$ cat config.mk
export PLATFORM = sky130hd
export DESIGN_NAME = sd_dpath
export DESIGN_NICKNAME = d
export VERILOG_FILES = /design/src/rtl/sd_dpath.sv
export SDC_FILE = /design/constraint.sdc
export NUM_CORES = 1
export LEC_CHECK = 0
export ABC_AREA = 0
export BUFFER_PORTS_ARGS = -buffer_cell sky130_fd_sc_hd__buf_2
export CAP_MARGIN = 20
export CORE_ASPECT_RATIO = 1.25
export CORE_UTILIZATION = 45
export CTS_CLUSTER_SIZE = 10
export DETAILED_ROUTE_END_ITERATION = 12
export GPL_ROUTABILITY_DRIVEN = 0
export GPL_TIMING_DRIVEN = 0
export SLEW_MARGIN = 5
export SYNTH_ARGS = -nofsm -noshare
export SYNTH_HDL_FRONTEND = slang
export SYNTH_SLANG_ARGS = --single-unit
export TNS_END_PERCENT = 10
$ cat constraint.sdc
create_clock -name clk -period 7.4 [get_ports clk]
set_input_delay 1.11 -clock clk [delete_from_list [all_inputs] [get_ports clk]]
set_output_delay 1.11 -clock clk [all_outputs]
set_load 0.02 [all_outputs]
$ cat src/rtl/sd_dpath.sv
module sd_dpath #(
  parameter int BLK_W = 12,
  parameter int LEN_W = 24,
  parameter int TMO_W = 32
) (
  input  logic             clk,
  input  logic             rst_n,
  input  logic             ck_en,
  input  logic             dp_en,
  input  logic             dir_rx,
  input  logic             sdio_en,
  input  logic [BLK_W-1:0] blk_len,
  input  logic [LEN_W-1:0] xfer_len,
  input  logic [TMO_W-1:0] tmo_val,
  input  logic             rw_start,
  input  logic             rw_stop,
  input  logic [7:0]       tx_data,
  input  logic             tx_empty,
  output logic             tx_rd,
  output logic [7:0]       rx_data,
  output logic             rx_wr,
  input  logic             rx_full,
  input  logic             dat_i,
  output logic             dat_o,
  output logic             dat_oe,
  output logic             active,
  output logic             done,
  output logic             crc_err,
  output logic             tmo_err,
  output logic             unf_err,
  output logic             ovf_err,
  output logic             neg_err
);
  localparam int CW = BLK_W + 3;

  typedef enum logic [2:0] {S_IDLE, S_WAITR, S_RECV, S_SEND, S_BUSY, S_WAITS, S_RDWT} st_t;
  typedef enum logic [1:0] {P_HEAD, P_DATA, P_CRC, P_TAIL} ph_t;

  st_t             st;
  ph_t             ph;
  logic [CW-1:0]   cnt;
  logic [7:0]      sh;
  logic [15:0]     crc;
  logic [TMO_W-1:0] tmr;
  logic [LEN_W-1:0] rem;
  logic [1:0]      tok;
  logic            en_q;

  function automatic logic [15:0] crc_step(logic [15:0] c, logic b);
    return {c[14:0], 1'b0} ^ ((b ^ c[15]) ? 16'h1021 : 16'h0000);
  endfunction

  wire [CW-1:0]    last_bit = CW'({blk_len, 3'b000}) - CW'(1);
  wire             at_last  = (cnt == last_bit);
  wire             start    = (st == S_IDLE) && dp_en && !en_q;
  wire             tx_bit   = (cnt[2:0] == 3'd0) ? tx_data[7] : sh[7];
  wire [7:0]       rx_byte  = {sh[6:0], dat_i};
  wire [LEN_W-1:0] blk_b    = LEN_W'(blk_len);
  wire [LEN_W-1:0] rem_nx   = (rem > blk_b) ? rem - blk_b : '0;
  wire [15:0]      crc_in   = crc_step(crc, (st == S_SEND) ? tx_bit : dat_i);
  wire             tmr_zero = (tmr == '0);
  wire [TMO_W-1:0] tmr_dec  = tmr - TMO_W'(1);

  assign active = (st != S_IDLE);

  always_ff @(posedge clk or negedge rst_n) begin
    if (!rst_n) begin
      st <= S_IDLE;  ph <= P_HEAD;  cnt <= '0;  sh <= '0;  crc <= '0;
      tmr <= '0;  rem <= '0;  tok <= '0;  en_q <= 1'b0;
      tx_rd <= 1'b0;  rx_wr <= 1'b0;  rx_data <= '0;
      dat_o <= 1'b1;  dat_oe <= 1'b0;
      done <= 1'b0;  crc_err <= 1'b0;  tmo_err <= 1'b0;
      unf_err <= 1'b0;  ovf_err <= 1'b0;  neg_err <= 1'b0;
    end else begin
      en_q  <= dp_en;
      tx_rd <= 1'b0;
      rx_wr <= 1'b0;
      if (!dp_en) begin
        st <= S_IDLE;  dat_oe <= 1'b0;  dat_o <= 1'b1;
      end else if (start) begin
        done <= 1'b0;  crc_err <= 1'b0;  tmo_err <= 1'b0;
        unf_err <= 1'b0;  ovf_err <= 1'b0;  neg_err <= 1'b0;
        rem <= xfer_len;  tmr <= tmo_val;  ph <= P_HEAD;
        st  <= dir_rx ? S_WAITR : S_SEND;
      end else if (st == S_RDWT) begin
        if (rw_stop) begin
          st <= S_WAITR;  tmr <= tmo_val;
        end
      end else if (ck_en) begin
        case (st)
          S_WAITR: begin
            if (rem == '0) begin
              st <= S_IDLE;  done <= 1'b1;
            end else if (!dat_i) begin
              st <= S_RECV;  ph <= P_DATA;  cnt <= '0;  crc <= '0;
            end else if (tmr_zero) begin
              st <= S_IDLE;  tmo_err <= 1'b1;
            end else tmr <= tmr_dec;
          end
          S_RECV: begin
            case (ph)
              P_DATA: begin
                sh  <= rx_byte;
                crc <= crc_in;
                cnt <= at_last ? '0 : cnt + CW'(1);
                if (at_last) ph <= P_CRC;
                if (cnt[2:0] == 3'd7) begin
                  if (rx_full) begin
                    st <= S_IDLE;  ovf_err <= 1'b1;
                  end else begin
                    rx_data <= rx_byte;  rx_wr <= 1'b1;
                  end
                end
              end
              P_CRC: begin
                crc <= crc_in;
                cnt <= cnt + CW'(1);
                if (cnt == CW'(15)) ph <= P_TAIL;
              end
              default: begin
                if (crc != 16'h0000) begin
                  st <= S_IDLE;  crc_err <= 1'b1;
                end else begin
                  rem <= rem_nx;  tmr <= tmo_val;
                  st  <= (rw_start && sdio_en) ? S_RDWT : S_WAITR;
                end
              end
            endcase
          end
          S_SEND: begin
            case (ph)
              P_HEAD: begin
                dat_o <= 1'b0;  dat_oe <= 1'b1;  ph <= P_DATA;  cnt <= '0;  crc <= '0;
              end
              P_DATA: begin
                if (cnt[2:0] == 3'd0 && tx_empty) begin
                  st <= S_IDLE;  unf_err <= 1'b1;  dat_oe <= 1'b0;  dat_o <= 1'b1;
                end else begin
                  if (cnt[2:0] == 3'd0) begin
                    tx_rd <= 1'b1;  sh <= {tx_data[6:0], 1'b0};
                  end else sh <= {sh[6:0], 1'b0};
                  dat_o <= tx_bit;
                  crc   <= crc_in;
                  cnt   <= at_last ? '0 : cnt + CW'(1);
                  if (at_last) ph <= P_CRC;
                end
              end
              P_CRC: begin
                dat_o <= crc[15];
                crc   <= {crc[14:0], 1'b0};
                cnt   <= cnt + CW'(1);
                if (cnt == CW'(15)) ph <= P_TAIL;
              end
              default: begin
                dat_o <= 1'b1;  st <= S_BUSY;  ph <= P_HEAD;  tmr <= tmo_val;
              end
            endcase
          end
          S_BUSY: begin
            dat_oe <= 1'b0;
            if (ph == P_HEAD) begin
              if (!dat_i) begin
                ph <= P_DATA;  cnt <= '0;
              end else if (tmr_zero) begin
                st <= S_IDLE;  tmo_err <= 1'b1;
              end else tmr <= tmr_dec;
            end else begin
              tok <= {tok[0], dat_i};
              cnt <= cnt + CW'(1);
              if (cnt == CW'(2)) begin
                if ({tok, dat_i} == 3'b010) st <= S_WAITS;
                else begin
                  st <= S_IDLE;  neg_err <= 1'b1;
                end
              end
            end
          end
          S_WAITS: begin
            if (dat_i) begin
              if (rem_nx == '0) begin
                st <= S_IDLE;  done <= 1'b1;
              end else begin
                rem <= rem_nx;  st <= S_SEND;  ph <= P_HEAD;
              end
            end
          end
          default: ;
        endcase
      end
    end
  end
endmodule


=== Yosys cells after proc, flatten, opt, wreduce, memory -nomap -nowiden ===
Cells that the tools add are included.
W data, S select, Z words.

* Register bits: 121
* Logic and storage cells: 294
* Output and inout port bits: 19

* Eq/ne operators: 60
* Add/sub/neg operators: 4
* Order comparisons: 1
* Reduce and logical (&&, ||, !) cells: 52
* Bitwise operators: 6
* Multiplexer cells: 151

{| class="wikitable"
|+ Operator list
! operator !! count
|-
| $mux W32 || 11
|-
| $mux W24 || 8
|-
| $pmux W32 S4 || 1
|-
| $pmux W16 S3 || 2
|-
| $mux W15 || 5
|-
| $mux W1 || 68
|-
| $mux W16 || 4
|-
| $pmux W15 S4 || 1
|-
| $mux W3 || 18
|-
| $logic_not A24 Y1 || 2
|-
| $pmux W24 S2 || 1
|-
| $pmux W15 S3 || 1
|-
| $ne A3 B3 Y1 const B || 11
|-
| $logic_not A32 Y1 || 1
|-
| $mux W8 || 4
|-
| $ne A4 B4 Y1 const B || 8
|-
| $sub A32 B1 Y32 const B || 1
|-
| $ne A6 B6 Y1 const B || 5
|-
| $pmux W15 S2 || 1
|-
| $reduce_and A6 Y1 || 5
|-
| $mux W2 || 13
|-
| $gt A24 B12 Y1 || 1
|-
| $reduce_and A8 Y1 || 3
|-
| $sub A24 B12 Y24 || 1
|-
| other kinds (47) || 98
|}

=== Longest topological paths before layout ===
Gate-level depths: netlist (run 1).

* Word-level depth: 10
* Mapped depth: 15

=== Least setup slack after synthesis (run 1) ===
OpenSTA, ideal clock, no wires.

* Kind: in2reg
* Start: input port blk_len[9]
* End: register rem[10]
* Slack: 3.407 ns
* Arrival time: 3.868 ns
* Required time: 7.275 ns
* Setup time: 0.125 ns
* Buffers on the path: 3
* Cell stages on the path: 14
* Cells stage by stage: inv_1 ha_1 clkbuf_1 nand2_1 o21ai_0 or4_1 o2111ai_1 a2111o_1 a2111oi_2 and2_1 buf_6 o21ai_4 buf_6 mux2_4

* Longest elaborated chain between the ends: 8

{| class="wikitable"
|+ Ends and longest elaborated chain
! element !! RTL line !! source
|-
| start, declared || 12 || <nowiki>input logic [BLK_W-1:0] blk_len,</nowiki>
|-
| $sub A24 B12 Y24 or $gt A24 B12 Y1 (tied branches) || 59 || <nowiki>wire [LEN_W-1:0] rem_nx = (rem > blk_b) ? rem - blk_b : '0;</nowiki>
|-
| $mux W24 * || 59 ||
|-
| $mux W24, on equally long branches || 180, 121 ||
|-
| $mux W24, on equally long branches || 179, 101 ||
|-
| $pmux W24 S2 || 90 || <nowiki>case (st)</nowiki>
|-
| $mux W24 || 89 || <nowiki>end else if (ck_en) begin</nowiki>
|-
| $mux W24 || 85 || <nowiki>end else if (st == S_RDWT) begin</nowiki>
|-
| $mux W24 || 80 || <nowiki>end else if (start) begin</nowiki>
|-
| end signal, assigned || 124 || <nowiki>rem <= rem_nx; tmr <= tmo_val;</nowiki>
|-
| end, declared || 45 || <nowiki>logic [LEN_W-1:0] rem;</nowiki>
|}

Mark *: on every way between the ends. The rest lies on a longest branch, timed or not. The select of a mux whose other input is x is not followed.
A chain may end at the register's enable or synchronous reset.

=== Worst setup path after layout (run 1) ===
* Start: input port blk_len[9]
* End: register rem[6]

* Longest elaborated chain between the ends: 8

{| class="wikitable"
|+ Ends and longest elaborated chain
! element !! RTL line
|-
| $gt A24 B12 Y1 || 59
|-
| $mux W24 * || 59
|-
| $mux W24, on equally long branches || 180, 121
|-
| $mux W24, on equally long branches || 179, 101
|-
| $pmux W24 S2 || 90
|-
| $mux W24 || 89
|-
| $mux W24 || 85
|-
| $mux W24 || 80
|}

Marks and branches as above.

==> results of run 1 <==
==> cell families after synthesis <==
family | after synthesis | synth area share, %
and+or+nand+nor | 372 | 22.1
AOI/OAI and AO/OA | 362 | 27.4
DFF | 121 | 34.7
buffers and inverters | 104 | 5.01
muxes | 35 | 4.64
adders and majority gates | 26 | 3.81
xor gates and xnor gates | 24 | 2.40
==> Yosys cell counts (6+ instances only) <==
cell type,count
mux2i_1,12
mux2_2,16
o211ai_1,11
clkbuf_1,48
ha_1,25
a31oi_1,15
nand3_1,16
dfrtp_1,120
o21bai_1,8
xor2_1,13
o31ai_1,7
o311ai_0,6
o21ai_1,11
o21a_1,7
nand3b_1,7
a22o_1,28
a22oi_1,11
a21o_1,6
and3_1,18
xnor2_1,11
o41ai_1,6
o21ai_0,97
or4_1,10
nor4_1,29
inv_1,40
o22ai_1,8
nor3_1,37
nand4_1,10
nor2b_1,15
and2_1,6
a21oi_1,76
a211oi_1,7
nor2_1,91
mux2_4,7
or3_1,16
nand2b_1,13
nand2_1,75
==> sequential cells by signal, indices dropped and copies added, names as in the netlist <==
name	flops
rx_wr	1
rem	24
ovf_err	1
tmr	32
tx_rd	1
cnt	15
tmo_err	1
tok	2
dat_oe	1
rx_data	8
crc	16
dat_o	1
sh	8
ph	2
neg_err	1
unf_err	1
done	1
st	3
crc_err	1
en_q	1
==> power breakdown <==
part	internal [mW]	leakage [nW]	switching (mW)	total (mW)
combinational	0.589	2.56	0.964	1.55
clock	0.575	0.303	0.328	0.903
sequential	0.832	1.56	0.174	1.01
total	2.00	4.43	1.47	3.46
==> cell usage in the layout, fill, tap and decap left out, types with 8 or more instances in the layout <==
master     synthesis  layout
a22oi_1           11      11
buf_2              5     111
o21ai_0           97      97
mux2_2            16      16
inv_1             40      40
or4_1             10      10
nor2_1            91      91
or3_1             16      16
xor2_1            13      13
clkbuf_1          48      48
nor2b_1           15      15
nor3_1            37      37
a31oi_1           15      15
o22ai_1            8       8
nand2b_1          13      13
nand3_1           16      16
nand4_1           10      10
o211ai_1          11      11
dfrtp_1          120     120
mux2i_1           12      12
a22o_1            28      28
nor4_1            29      29
ha_1              25      25
and3_1            18      18
o21bai_1           8       8
clkbuf_16          0      17
a21oi_1           76      76
o21ai_1           11      11
xnor2_1           11      11
nand2_1           75      75
==> area by class of cell <==
type | instances | area, um2 | share of cell area (%)
Clock inverter | 14 | 196 | 1.92
Buffer | 62 | 280 | 2.73
Clock buffer | 18 | 439 | 4.29
Tap cell | 232 | 290 | 2.83
Timing Repair Buffer | 109 | 582 | 5.68
Sequential cell | 121 | 3030 | 29.6
Multi-Input combinational cell | 819 | 5270 | 51.5
Inverter | 42 | 158 | 1.54
==> per-layer routing <==
| layer | up-vias | track usage (%) | part of all wire (%) |
|---|---|---|---|
| met5 | - | 0 | 0 |
| met4 | 0 | 12.7 | 3.3 |
| met3 | 77 | 5.14 | 5.9 |
| met2 | 381 | 50.1 | 50 |
| met1 | 4170 | 33.7 | 41 |
| li1 | 4193 | - | - |
==> per-stage QoR <==
step	cell area, um2	hold WS (ns)
2_1_floorplan	8740	0.463
3_3_place_gp	9560	0.477
3_5_place_dp	9600	0.490
4_1_cts	10200	0.502
5_1_grt	10200	0.514
6_report	10200	0.498
==> worst reg2reg max path, stage by stage (launching register included) <==
cell,delay [ns]
dfrtp_1,0.41
ha_1,0.28
clkbuf_1,0.31
nand2_1,0.08
o21ai_0,0.58
a21o_1,0.27
o21bai_1,0.33
o22ai_1,0.15
a2111oi_0,0.70
and2_1,0.24
buf_6,0.15
o21ai_4,0.09
buf_6,0.19
mux2_4,0.30
==> worst paths after layout <==
| path | startpoint | endpoint | slack [ns] |
|---|---|---|---|
| setup / recovery | blk_len[9] | rem[6] | 2.70 |
| hold / removal | unf_err | unf_err | 0.50 |
| setup reg to reg | rem[10] | rem[6] | 3.21 |
| hold reg to reg | unf_err | unf_err | 0.50 |
| max in group asynchronous | rst_n | st[0] | 6.05 |
| min in group asynchronous | rst_n | cnt[13] | 0.60 |
==> results.sh, run 1 <==
export IMPL_hold_depth=2
export IMPL_worst_r2r_cell_count=13
export IMPL_p_leak_nw=4.43
export IMPL_slew_headroom_pct=30.5
export IMPL_ctsResizeCount=0
export IMPL_drtIter0Drc=820
export IMPL_gr_usage_all_layers_pct=28.4
export IMPL_synth_warnings=0
export IMPL_path_clk_slew_ns=0.06
export IMPL_post_route_period_util_pct=63.5
export IMPL_synthCells=1044
export IMPL_routedWlPerCell_um=19.7
export IMPL_slowest_stage="a2111oi_0"
export IMPL_synth_seq_area_share_pct=34.7
export IMPL_dieArea_mm2=0.0200
export IMPL_cts_buffers=17
export IMPL_critical_path_depth=15
export IMPL_yosys_top_cells_area="dfrtp_1 34%, o21ai_0 5.6%, a21oi_1 4.4%, nor2_1 3.9%, ha_1 3.6%"
export IMPL_setup_worst_path_class="in2reg"
export IMPL_hold_viol_final=0
export IMPL_cp_start_kind="input pin"
export IMPL_finalMaxSlewViolations=0
export IMPL_syn_nets=1157
export IMPL_cts_setup_buffers=0
export IMPL_slowest_delay_ns=0.70
export IMPL_yosys_area_top_type="dfrtp_1"
export IMPL_ctsHoldBuffers=0
export IMPL_ys_ff_latch=121
export IMPL_finalCriticalPeriod_ns=4.70
export IMPL_required_ns=7.70
export IMPL_critPathBufInv=5
export IMPL_clk_latency_ns=0.42
export IMPL_worstMarginPinSlew_ns=1.03
export IMPL_p_total_mw=3.46
export IMPL_drc=0
export IMPL_dpl_hpwl_um=20800
export IMPL_clockBufferDepth=2
export IMPL_core_area_mm2=0.0189
export IMPL_ir_drop_mv=0.165
export IMPL_setup_viol=0
export IMPL_via_per_inst=6.23
export IMPL_cap_violations=0
export IMPL_yosysUniqueCellTypes=85
export IMPL_num_vias=8821
export IMPL_skew_ns=0.0104
export IMPL_fp_dieH_um=158
export IMPL_synth_top_area_share_pct=34.4
export IMPL_worst_path_most_repeated_cell="buf_6"
export IMPL_io_pins=106
export IMPL_path_max_fanout=10
export IMPL_fin_cells=1417
export IMPL_synth_edf_count=0
export IMPL_cts_tree="built"
export IMPL_synthesis_area_mm2=0.00874
export IMPL_antenna_found_initial=0
export IMPL_hold_class="reg2reg"
export IMPL_drt_pass1_iter_count=6
export IMPL_critical_path_top_delay_family="compound AO/OA/AOI/OAI gates"
export IMPL_ant_nets=0
export IMPL_max_freq_mhz=213
export IMPL_async_reset_ff_share_pct=100
export IMPL_path_cells="buf_2 -> inv_1 -> ha_1 -> clkbuf_1 -> nand2_1 -> o21ai_0 -> a21o_1 -> o21bai_1 -> o22ai_1 -> a2111oi_0 -> and2_1 -> buf_6 -> o21ai_4 -> buf_6 -> mux2_4"
export IMPL_area_growth_pct=17.2
export IMPL_die_x_um=127
export IMPL_final_setup_tns_ns=0
export IMPL_ys_flop_type="dfrtp_1"
export IMPL_place_inst=1383
export IMPL_root_buffer="clkbuf_16"
export IMPL_drive_gt1_share_pct=16.3
export IMPL_wirelength_um=28000
export IMPL_num_rows=56
export IMPL_diodes=0
export IMPL_pre_cts_ws_ns=2.29
export IMPL_start_util_pct=46.2
export IMPL_h_tree_depth=4
export IMPL_grt_ovfl_total=0
export IMPL_final_nets=1285
export IMPL_syn_area_per_cell_um2=8.37
export IMPL_status="complete, no violations"
export IMPL_numClockSinks=121
export IMPL_worstPathArrival_ns=5.00
export IMPL_p_per_area_mw_per_mm2=338
export IMPL_fillerInstances=1818
export IMPL_grt_pass1_wl_um=44300
export IMPL_grt_max_degree=80
export IMPL_portBuffers=105
export IMPL_rsz0062_at_grt="no"
export IMPL_final_util_pct=54.2
export IMPL_grt_pass1_vias=8479
export IMPL_end_kind="flip-flop"
export IMPL_worst_slack_ns=2.70
Note: power is estimated with default switching activity, not from simulation.
==> inputs of run 2 (changes only) <==
PLACE_DENSITY = 0.67   (was not set)
clock period = 4 ns   (was 7.4 ns; I/O delays follow)
==> run 2 against run 1 <==
- via count is 0.78% higher
- power is 83% higher
- clock skew is 0.0031 ns higher
- setup slack worse by 2.4 ns
- critical path depth is 1 higher
- routed wire length is 4.4% lower
- sequential share of layout area is 0.11 points higher
- core utilization is 0.20 points lower
- largest cell class unchanged
==> results.sh, run 2 (synthesis gave the netlist of run 1 again) <==
export IMPL_final_setup_tns_ns=0
export IMPL_numClockSinks=121
export IMPL_io_pins=106
export IMPL_root_buffer="clkbuf_16"
export IMPL_routedWlPerCell_um=18.9
export IMPL_switching_share_pct=42.8
export IMPL_gr_usage_all_layers_pct=27.7
export IMPL_final_common_cell="dfrtp_1"
export IMPL_antenna_found_initial=0
export IMPL_dpl_cell_area_mm2=0.00960
export IMPL_hold_viol_final=0
export IMPL_p_per_area_mw_per_mm2=620
export IMPL_end_kind="flip-flop"
export IMPL_power_switching_mw=2.71
export IMPL_fp_dieH_um=158
export IMPL_via_per_inst=6.28
export IMPL_clk_latency_ns=0.43
export IMPL_skew_ns=0.0135
export IMPL_start_util_pct=46.2
export IMPL_h_tree_depth=4
export IMPL_drtIter0Drc=683
export IMPL_num_vias=8890
export IMPL_p_leak_nw=4.38
export IMPL_slew_headroom_pct=26.7
export IMPL_drive_gt1_share_pct=16.3
export IMPL_p_int_mw=3.62
export IMPL_die_x_um=127
export IMPL_ant_nets=0
export IMPL_grt_ovfl_total=0
export IMPL_combPwrFrac_pct=45.4
export IMPL_worstPathArrival_ns=4.05
export IMPL_wirelength_um=26700
export IMPL_clockBufferDepth=2
export IMPL_worstMarginPinSlew_ns=1.09
export IMPL_path_cells="buf_2 -> inv_1 -> ha_1 -> clkbuf_1 -> and3_1 -> clkbuf_1 -> a22oi_1 -> o311a_1 -> o311ai_0 -> nand4_1 -> a2111oi_1 -> and2_1 -> buf_6 -> o21ai_4 -> buf_6 -> mux2_4"
export IMPL_final_cell_area_mm2=0.0102
export IMPL_critPathBufInv=6
export IMPL_fin_cells=1415
export IMPL_grt_max_degree=82
export IMPL_max_freq_mhz=268
export IMPL_path_max_fanout=10
export IMPL_diodes=0
export IMPL_final_cell_mix="120 x dfrtp_1, 109 x buf_2, 95 x o21ai_0"
export IMPL_required_ns=4.31
export IMPL_worst_r2r_cell_count=12
export IMPL_portBuffers=105
export IMPL_status="complete, no violations"
export IMPL_grt_pass1_vias=8446
export IMPL_critical_path_depth=16
export IMPL_ctsHoldBuffers=0
export IMPL_place_inst=1383
export IMPL_path_clk_slew_ns=0.06
export IMPL_seq_power_share_pct=29.4
export IMPL_hold_class="in2async"
export IMPL_slowest_stage="a2111oi_1"
export IMPL_fillerInstances=1839
export IMPL_post_route_period_util_pct=93.4
export IMPL_slowest_delay_ns=0.52
export IMPL_core_area_mm2=0.0189
export IMPL_rsz0062_at_grt="yes"
export IMPL_hold_ws_ns=0.0924
export IMPL_grt_pass1_wl_um=43600
export IMPL_dpl_hpwl_um=19700
export IMPL_cts_buffers=17
export IMPL_num_rows=56
export IMPL_finalMaxSlewViolations=0
export IMPL_cap_violations=0
export IMPL_largest_reg_flops=32
export IMPL_cp_start_kind="input pin"
export IMPL_setup_viol=0
export IMPL_setup_worst_path_class="in2reg"
export IMPL_critical_path_top_delay_family="buffers and inverters"
export IMPL_cts_tree="built"
export IMPL_ir_drop_mv=0.380
export IMPL_finalCriticalPeriod_ns=3.74
export IMPL_top_register="tmr"
export IMPL_drc=0
export IMPL_final_nets=1283
export IMPL_area_growth_pct=16.8
export IMPL_p_clk_share_pct=25.2
export IMPL_reg_top3="tmr x32, rem x24, crc x16"
export IMPL_drt_pass1_iter_count=7
export IMPL_dieArea_mm2=0.0200
export IMPL_p_total_mw=6.33
[run 2: through the flow]
step | util [%] | setup slack, ns
2_1_floorplan | - | 0.517
3_3_place_gp | 50.5 | -0.425
3_5_place_dp | 50.7 | -0.432
4_1_cts | 53.9 | 0.00978
5_1_grt | 54.0 | 0.00713
6_report | 54.0 | 0.264
[run 2: cell type report]
class	instances	area, um2	area share, %
multi-input cells	819	5280	51.7
flip-flops and latches	121	3030	29.7
repair buffers	107	567	5.55
clock buffers	18	429	4.20
well taps	232	290	2.84
plain buffers	62	280	2.74
clock inverters	14	174	1.70
inverters	42	158	1.54
[run 2: worst paths after layout]
check	from	to	slack, ns
worst max-delay path	blk_len[9]	rem[7]	0.26
worst min-delay path	rst_n	cnt[13]	0.09
worst max register to register	rem[2]	rem[7]	0.28
min in group clk	dp_en	en_q	0.31
max in group asynchronous	rst_n	tmr[26]	3.15
worst min register to register	rx_data[5]	rx_data[5]	0.50
[run 2: worst register-to-register path, stage by stage, from the launching register on]
cell and delay, ns:
dfrtp_1 0.40, ha_1 0.36, nor2_1 0.09, a211o_1 0.35
a31o_2 0.30, o21bai_1 0.48, o22ai_1 0.16, a2111oi_1 0.55
and2_1 0.22, buf_6 0.14, o21ai_4 0.09, buf_6 0.18
mux2_4 0.30
[run 2: power groups by stage]
stage	clock network, mW	logic (mW)	registers, mW
2_1_floorplan	0	2.10	1.78
3_3_place_gp	0	2.76	1.86
3_5_place_dp	0	2.80	1.86
4_1_cts	1.62	2.81	1.85
5_1_grt	1.67	3.17	1.91
6_report	1.60	2.87	1.86
[run 2: routing by layer]
metal / vias to the layer above / routed length, um / global-route usage (%)
met4: 0 / 991 / 13.3
met2: 375 / 13100 / 48.3
met1: 4236 / 11100 / 33.7
met3: 82 / 1510 / 4.09
met5: - / 0 / 0
li1: 4197 / - / -
[run 2: repair_timing]
action	4_1_cts	5_1_grt
setup endpoints to repair	0	29
gates resized for setup	0	5
buffers inserted	0	0
==> inputs of run 3 (changes only) <==
BUFFER_PORTS_ARGS = -buffer_cell sky130_fd_sc_hd__clkbuf_2   (was -buffer_cell sky130_fd_sc_hd__buf_2)
CAP_MARGIN = not set   (was 20)
==> run 3 against run 2 <==
- routed wire length rose by 0.34%
- final cell count barely moved
- largest power group unchanged
- hold slack improved by 0.053 ns
- sequential power barely moved
- clock power rose by 3%
- clock-buffer cell count fell by 1
==> results.sh, run 3 (synthesis gave the netlist of run 1 again) <==
export IMPL_num_rows=56
export IMPL_worstPathArrival_ns=4.03
export IMPL_routedWlPerCell_um=19.0
export IMPL_status="complete, no violations"
export IMPL_finalMaxSlewViolations=0
export IMPL_switching_share_pct=43.0
export IMPL_slowest_stage="clkbuf_1"
export IMPL_crit_start="blk_len[9]"
export IMPL_path_max_fanout=10
export IMPL_cts_setup_buffers=0
export IMPL_final_cell_mix="120 x dfrtp_1, 105 x clkbuf_2, 96 x o21ai_0"
export IMPL_drive_gt1_share_pct=16.5
export IMPL_seq_power_share_pct=29.1
export IMPL_core_area_mm2=0.0189
export IMPL_top_register="tmr"
export IMPL_place_inst=1382
export IMPL_grt_pass1_wl_um=43200
export IMPL_hold_viol_final=0
export IMPL_finalCriticalPeriod_ns=3.72
export IMPL_dieArea_mm2=0.0200
export IMPL_ctsResizeCount=0
export IMPL_path_clk_slew_ns=0.06
export IMPL_clockBufferDepth=2
export IMPL_end_kind="flip-flop"
export IMPL_worstMarginPinSlew_ns=1.07
export IMPL_fin_cells=1414
export IMPL_grt_ovfl_total=0
export IMPL_hold_class="in2async"
export IMPL_ant_nets=0
export IMPL_h_tree_depth=4
export IMPL_dpl_cell_area_mm2=0.00959
export IMPL_numClockSinks=121
export IMPL_p_int_mw=3.64
export IMPL_required_ns=4.31
export IMPL_worst_r2r_cell_count=12
export IMPL_drc=0
export IMPL_final_setup_tns_ns=0
export IMPL_p_leak_nw=4.41
export IMPL_wirelength_um=26800
export IMPL_combPwrFrac_pct=45.0
export IMPL_largest_reg_flops=32
export IMPL_slowest_delay_ns=0.44
export IMPL_die_x_um=127
export IMPL_gr_usage_all_layers_pct=27.4
export IMPL_start_util_pct=46.2
export IMPL_cp_start_kind="input pin"
export IMPL_worst_path_most_repeated_cell="clkbuf_1"
export IMPL_setup_viol=0
export IMPL_final_cell_area_mm2=0.0102
export IMPL_antenna_found_initial=0
export IMPL_ctsHoldBuffers=0
export IMPL_clk_latency_ns=0.42
export IMPL_drtIter0Drc=676
export IMPL_p_clk_share_pct=25.9
export IMPL_dpl_hpwl_um=19800
export IMPL_cts_buffers=17
export IMPL_path_cells="clkbuf_2 -> inv_1 -> ha_1 -> clkbuf_1 -> a21oi_1 -> o21ai_0 -> o21bai_1 -> and2_1 -> clkbuf_1 -> or2_2 -> clkbuf_1 -> clkbuf_1 -> o21ai_0 -> mux2_4"
export IMPL_pre_cts_ws_ns=-0.362
export IMPL_grt_max_degree=67
export IMPL_io_pins=106
export IMPL_ir_drop_mv=0.366
export IMPL_worst_slack_ns=0.275
export IMPL_rrSetupSlack_ns=0.30
export IMPL_cap_violations=0
export IMPL_p_per_area_mw_per_mm2=624
export IMPL_power_switching_mw=2.75
export IMPL_cts_tree="built"
export IMPL_rsz0062_at_grt="yes"
export IMPL_grt_pass1_vias=8565
export IMPL_num_vias=8882
export IMPL_final_nets=1282
export IMPL_fp_dieH_um=158
export IMPL_post_route_period_util_pct=93.1
export IMPL_reg2reg_to="rem[20]"
export IMPL_portBuffers=105
export IMPL_final_common_cell="dfrtp_1"
export IMPL_reg_top3="tmr x32, rem x24, crc x16"
export IMPL_setup_worst_path_class="in2reg"
export IMPL_rr_startpoint="rem[2]"
export IMPL_via_per_inst=6.28
export IMPL_skew_ns=0.00775
export IMPL_root_buffer="clkbuf_16"
export IMPL_area_growth_pct=17.1
export IMPL_diodes=0
export IMPL_max_freq_mhz=268
export IMPL_slew_headroom_pct=28.7
export IMPL_drt_pass1_iter_count=5
export IMPL_fillerInstances=1804
==> run 3: metrics by stage <==
step           power (mW)  hold WS [ns]  utilization (%)
4_1_cts              6.34         0.172             54.0
6_report             6.39         0.146             54.1
3_5_place_dp         4.66         0.495             50.7
5_1_grt              6.80         0.176             54.1
2_1_floorplan        3.88         0.304                -
3_3_place_gp         4.62         0.488             50.5
==> run 3: area by class of cell <==
cell class / instances / area [um2] / area share, %
Clock buffer: 17 / 425 / 4.16
Inverter: 42 / 158 / 1.54
Multi-Input combinational cell: 819 / 5290 / 51.7
Sequential cell: 121 / 3030 / 29.6
Tap cell: 232 / 290 / 2.84
Clock inverter: 15 / 199 / 1.94
Timing Repair Buffer: 106 / 562 / 5.49
Buffer: 62 / 282 / 2.75
==> run 3: layer usage <==
layer / track usage (%) / wire (um)
met1: 32.8 / 11200
met2: 48.2 / 13200
met3: 4.36 / 1420
met4: 12.9 / 1010
met5: 0 / 0
==> run 3: worst max path at each step <==
| stage | endpoint | slack [ns] | cells after the start |
|---|---|---|---|
| 6_report | rem[20] | 0.28 | 14 |
| 4_1_cts | rem[20] | 0.03 | 13 |
| 2_1_floorplan | rem[10] | 0.52 | 14 |
| 3_3_place_gp | rem[11] | -0.43 | 15 |
| 5_1_grt | rem[20] | -0.006 | 14 |
| 3_5_place_dp | rem[9] | -0.36 | 15 |
==> run 3: critical path, delay by kind of cell <==
kind            cells  cell delay (ns)
buf+inv             6             1.45
compound gates      4             1.07
simple gates        2             0.33
fa+ha+maj           1             0.30
mux                 1             0.27
==> run 3: power by group through the flow <==
| stage | clock network [mW] | registers [mW] | logic (mW) |
|---|---|---|---|
| 5_1_grt | 1.73 | 1.90 | 3.17 |
| 3_3_place_gp | 0 | 1.86 | 2.76 |
| 4_1_cts | 1.68 | 1.85 | 2.81 |
| 2_1_floorplan | 0 | 1.78 | 2.10 |
| 6_report | 1.65 | 1.86 | 2.87 |
| 3_5_place_dp | 0 | 1.87 | 2.79 |
